===== src/rtl/dual_bank_front.sv =====
module dual_bank_front #(
  parameter int AW      = 21,
  parameter int DW      = 16,
  parameter int BLK_LSB = 16
) (
  input  logic                  clk,
  input  logic                  rst_n,
  input  logic                  ce_n,
  input  logic                  oe_n,
  input  logic                  we_n,
  input  logic [1:0]            bsel_n,
  input  logic                  byte_mode,
  input  logic                  status_rd,
  input  logic [AW-1:0]         addr,
  input  logic [DW-1:0]         dq_in,
  input  logic [DW-1:0]         rd_word,
  output logic [DW-1:0]         dq_out,
  output logic                  dq_oe_lo,
  output logic                  dq_oe_hi,
  output logic [1:0]            bank_act,
  output logic                  cyc_read,
  output logic                  cyc_write,
  output logic [1:0]            wr_pulse,
  output logic [AW-BLK_LSB-1:0] wr_blk,
  output logic [BLK_LSB-2:0]    wr_word,
  output logic                  wr_byte_hi,
  output logic [DW-1:0]         wr_data,
  output logic                  sel_err,
  output logic                  err_sticky
);
  localparam int HW = DW / 2;

  logic          s_ce, s_oe, s_we, s_byte, s_stat;
  logic [1:0]    s_bs;
  logic [AW-1:0] s_addr;
  logic [DW-1:0] s_din;

  always_ff @(posedge clk or negedge rst_n)
    if (!rst_n) begin
      s_ce   <= 1'b1;
      s_oe   <= 1'b1;
      s_we   <= 1'b1;
      s_bs   <= 2'b11;
      s_byte <= 1'b0;
      s_stat <= 1'b0;
      s_addr <= '0;
      s_din  <= '0;
    end else begin
      s_ce   <= ce_n;
      s_oe   <= oe_n;
      s_we   <= we_n;
      s_bs   <= bsel_n;
      s_byte <= byte_mode;
      s_stat <= status_rd;
      s_addr <= addr;
      s_din  <= dq_in;
    end

  wire active = !s_ce && (s_bs[0] ^ s_bs[1]);
  assign bank_act  = active ? ~s_bs : 2'b00;
  assign sel_err   = !s_ce && (s_bs == 2'b00);
  assign cyc_read  = active && !s_oe;
  assign cyc_write = active && s_oe && !s_we;

  assign dq_oe_lo = cyc_read;
  assign dq_oe_hi = cyc_read && !s_byte && !s_stat;
  assign dq_out[DW-1:HW] = rd_word[DW-1:HW];
  assign dq_out[HW-1:0]  = (s_byte && !s_stat && s_addr[0]) ? rd_word[DW-1:HW]
                                                            : rd_word[HW-1:0];

  logic          wr_prev, c_byte;
  logic [1:0]    c_bank;
  logic [AW-1:0] c_addr;
  logic [DW-1:0] c_data;

  always_ff @(posedge clk or negedge rst_n)
    if (!rst_n) begin
      wr_prev    <= 1'b0;
      c_byte     <= 1'b0;
      c_bank     <= 2'b00;
      c_addr     <= '0;
      c_data     <= '0;
      err_sticky <= 1'b0;
    end else begin
      wr_prev    <= cyc_write;
      err_sticky <= err_sticky | sel_err;
      if (cyc_write) begin
        c_bank <= bank_act;
        c_byte <= s_byte;
        c_addr <= s_addr;
        c_data <= s_din;
      end
    end

  assign wr_pulse   = (wr_prev && s_we) ? c_bank : 2'b00;
  assign wr_blk     = c_addr[AW-1:BLK_LSB];
  assign wr_word    = c_addr[BLK_LSB-1:1];
  assign wr_byte_hi = c_byte && c_addr[0];
  assign wr_data    = c_byte ? {{(DW-HW){1'b0}}, c_data[HW-1:0]} : c_data;
endmodule



===== config.mk =====
export PLATFORM = sky130hd
export DESIGN_NAME = dual_bank_front
export DESIGN_NICKNAME = d
export VERILOG_FILES = /design/src/rtl/dual_bank_front.sv
export SDC_FILE = /design/constraint.sdc
export NUM_CORES = 1
export LEC_CHECK = 0
export ABC_AREA = 1
export BUFFER_PORTS_ARGS = -buffer_cell sky130_fd_sc_hd__buf_4
export CELL_PAD_IN_SITES_DETAIL_PLACEMENT = 1
export CELL_PAD_IN_SITES_GLOBAL_PLACEMENT = 2
export CORE_MARGIN = 10
export CORE_UTILIZATION = 29
export CTS_CLUSTER_DIAMETER = 120
export DETAILED_ROUTE_END_ITERATION = 10
export PLACE_DENSITY = 0.91
export SYNTH_ARGS = -nofsm -noshare
export SYNTH_HDL_FRONTEND = slang
export SYNTH_SLANG_ARGS = --single-unit

===== constraint.sdc =====
create_clock -name clk -period 1.8 [get_ports clk]
set_input_delay 0.09 -clock clk [delete_from_list [all_inputs] [get_ports clk]]
set_output_delay 0.09 -clock clk [all_outputs]
set_load 0.02 [all_outputs]

-- Word level (Yosys, flattened, before mapping)
Index checks and enable logic that the tools add are counted.
- bits in registers: 86
- bits in latches: 0
- memory bits (writable): 0
- memory bits (read-only): 0
- bits of input ports: 62
- output and inout bits: 63
- word-level logic and storage cells: 38
- memories: 0
- add/sub/neg operators: 0
- multipliers: 0
- divide/modulo/power cells: 0
- order comparisons: 0
- eq/ne operators: 0
- shift-type cells: 0
- muxes and demuxes: 4
- bitwise logic cells: 3
- reduce and logical (&&, ||, !) cells: 17
- operator list (kind ; count):
    two-way mux 16 bit ; 1
    logical AND 1 bit ; 11
    two-way mux 8 bit ; 1
    logical NOT 1 bit ; 5
    two-way mux 2 bit ; 2
    logical NOT 2 bit ; 1
    NOT 2 bit ; 1
    OR 1 bit ; 1
    XOR 1 bit ; 1

-- Depth between registers and ports, before layout
- word-level depth: 5
- depth in mapped cells: 8

-- Worst setup path after synthesis
No wires, ideal clock.
- path type: register to output
- start: register s_bs[0]
- end: output dq_oe_lo
- data arrival time: 1.398 ns
- data required time: 1.710 ns
- setup slack: 0.312 ns
- stages on the path, launching flop included: 8
- path buffers: 1
- path through: dfstp_2 -> inv_1 -> ha_1 -> inv_1 -> nor2_4 -> nand2_1 -> inv_1 -> buf_4
- word-level cells in the longest chain between the ends: 3
- ends and longest elaborated chain (element ; RTL line ; RTL):
    from (decl) ; 34 ; logic [1:0] s_bs;
    from (signal assigned) ; 52 ; s_bs <= bsel_n;
    XOR 1 bit ; 59 ; wire active = !s_ce && (s_bs[0] ^ s_bs[1]);
    logical AND 1 bit ; 59 ;
    logical AND 1 bit ; 62 ; assign cyc_read = active && !s_oe;
    to (decl) ; 18 ; output logic dq_oe_lo,
No other way between the ends.

-- Worst setup path in the final report
- start: register s_bs[1]
- end: output cyc_write
- word-level cells in the longest chain between the ends: 4
- ends and longest elaborated chain (element ; RTL line ; RTL):
    XOR 1 bit ; 59 ;
    logical AND 1 bit ; 59 ;
    logical AND 1 bit (2 in a row) ; 63 ; assign cyc_write = active && s_oe && !s_we;
    to (decl) ; 22 ; output logic cyc_write,
No other way between the ends.

==> run metrics <==
Synth Area in Compound Gates 0.0121; CP Data Required Time between 1.5 and 2 ns; flop and latch count out of synthesis 86; vias in the first global route 3035; Startpoint Class flop; most common cell after layout, fill and taps aside buf_4; vias 2553; hpwl dp 6550 um; Post-Synth Simple-Gate Area 0.193; largest family of logic cells by synthesized area simple AND/OR/NAND/NOR gates; Worst Tran Pin Value roughly 0.37 ns; max cap viols 0; minimum clock period 1.83 ns; initial antenna violation count 0; die area roughly 16000 um^2; Slowest-stage cell, CP dfstp_2; IO Port Bufs ~120; CP delay by family, top flip-flops; Warnings, synthesis 0; Pleak approximately 0.0026 uW; final net count 528; failing checks negative setup slack; Clock Skews around 0.0084 ns; Synth Area in Adders 0.00377; largest area contributor in the netlist dfrtp_1; CTS tree built; Worst Slack Setup Final -0.0343 ns; Netlist cell types 19; grt met3 use 0.0430; met2 Usage GRT 0.227; Placed Cells between 500 and 600; Worst slew margin 0.750; gr busiest metal met2; syn_area_per_cell approximately 10 um^2; CP bufs+invs 5; CTS clock-pin slew for the worst setup and hold paths roughly 0.07 ns; root buffer cell clkbuf_16; status finished, violations left; WP data arrival 1.74 ns; Slew Limit Fails 0; Post-Synthesis Cells roughly 320; cts bufs inserted 9; CP cell instances inv_2 > ha_4 > inv_4 > nor2_4 > nand2_2 > buf_12 > clkinv_8 > buf_8; CP Class flop to output port; met1 Resource Use GR 0.126; GRT Util Overall 0.122; Initial Utilization 0.293; register area share after synthesis 0.650; # DRC 0; commonest non-fill, non-tap cells in the layout buf_4 (131), nand2_1 (89), dfrtp_1 (81); number of cell rows 39; top-area cell type share of the netlist area 0.610; IO Count about 130; # clock sinks 86; Die H ~130 um; global-route wire length before repair 15800 um; Routed Antenna Nets 0; mux contribution to synthesized area 0; RSZ-0062 raised after global routing true; pre-CTS setup slack 0.124 ns; largest net degree at the start of global routing 48; final hold vios 0; gpl congestion roughly 0.7; setup tns final -0.0760 ns; die width ~130 um; H-Tree Depth 3; layout cells sized above 1 0.370; Setup Viol. Count Final 3; Bufs on Longest Clock Path 2; mapped cell area between 3000 and 4000 um^2; DR iter-0 viols 103; XOR/XNOR share of the synthesized area 0; Layout Cells excl Fill 613; antenna cells 0; critical-path maximum fanout 4; Net Count, Synth just under 400; Pwr Density about 1100 nW/um^2; Vias/cell 4.16; Final Cycle Share 1.02; Crit path largest cell delay between 0.5 and 0.6 ns; Max Clk Rate 0.545 GHz; Hold Path Class input pin to async pin; First-pass DRT Iterations 4; core area ~11000 um^2; crit path capture type output port; total grt overflow 0; Worst-Skew Late Latency ~0.33 ns; routed wire length between 9000 and 10000 um; Synth area leaders dfrtp_1 (61%), nand2_1 (10%), buf_4 (8.4%); Syn-to-layout area delta 50.7%; Peak supply drop 0.458 mV; routed length per instance 15.9 um
==> layout make-up <==
class                   instances  area, um^2
well taps                     143         179
clock inverters                 4        31.3
multi-input cells             159         722
inverters                      26         115
flip-flops and latches         86        2160
fillers                      1281        6320
clock buffers                  12         256
repair buffers                183        1540
==> synth_stat cells <==
master,instances
buf_2,9
nand3_2,1
nand2_1,90
or2_2,2
nor2_1,12
o21ai_0,8
nor2_2,1
clkbuf_1,1
ha_1,1
nand3_1,40
buf_4,37
nand2_2,1
dfrtp_1,81
inv_2,1
buf_6,4
nor2_4,1
inv_1,25
dfstp_2,5
and3_1,2
==> metal layers <==
| metal | vias up | part of all wire |
|---|---|---|
| li1 | 1236 | - |
| met1 | 1237 | 0.37 |
| met2 | 68 | 0.55 |
| met3 | 12 | 0.062 |
| met4 | 0 | 0.013 |
| met5 | - | 0 |
==> sequential cells by signal, summed over array words and instances (netlist names) <==
signal	cells
s_ce	1
s_we	1
s_din	16
s_bs	2
s_stat	1
c_byte	1
wr_prev	1
s_oe	1
err_sticky	1
c_bank	2
s_byte	1
s_addr	21
c_addr	21
c_data	16
==> power by group <==
group / switching [uW] / internal, uW
logic: 685 / 567
clock network: 732 / 1010
registers: 155 / 2200
total: 1570 / 3780
==> kinds of logic (layout without fill, tap and decap cells) <==
logic type               after synthesis  count (layout)
AO/OA/AOI/OAI                          8               8
adder cells (fa/ha/maj)                1               1
buffers and inverters                 77             225
flip-flops                            86              86
AND/OR/NAND/NOR                      150             150
==> final timing paths <==
| check | depth (start not counted) | slack, ns | endpoint | start |
|---|---|---|---|---|
| max | 8 | -0.03 | cyc_write | s_bs[1] |
| min | 2 | 0.13 | s_din[5] | rst_n |
| min in group clk | 2 | 0.39 | dq_out[12] | rd_word[12] |
| max reg2reg | 9 | 0.07 | c_addr[12] | s_bs[1] |
| max in group asynchronous | 3 | 1.05 | s_addr[1] | rst_n |
| min reg2reg | 2 | 0.47 | c_data[9] | s_din[9] |
==> timing repair <==
item | CTS | global route
pin swaps | 4 | 5
buffers inserted | 7 | 0
setup endpoints to repair | 6 | 28
hold buffers | 45 | 0
endpoints found under the hold margin | 125 | 0
resized for setup | 9 | 10
==> metrics by stage <==
step	area, um^2	util	hold WS (ns)	power (uW)
6_report	5000	0.442	0.128	5350
5_1_grt	5000	0.442	0.161	5680
4_1_cts	4980	0.440	0.123	5420
3_5_place_dp	4160	0.368	-0.0598	3540
3_3_place_gp	4160	0.368	-0.0627	3500
2_1_floorplan	3320	-	-0.206	3120
(Power assumes the default switching activity.)
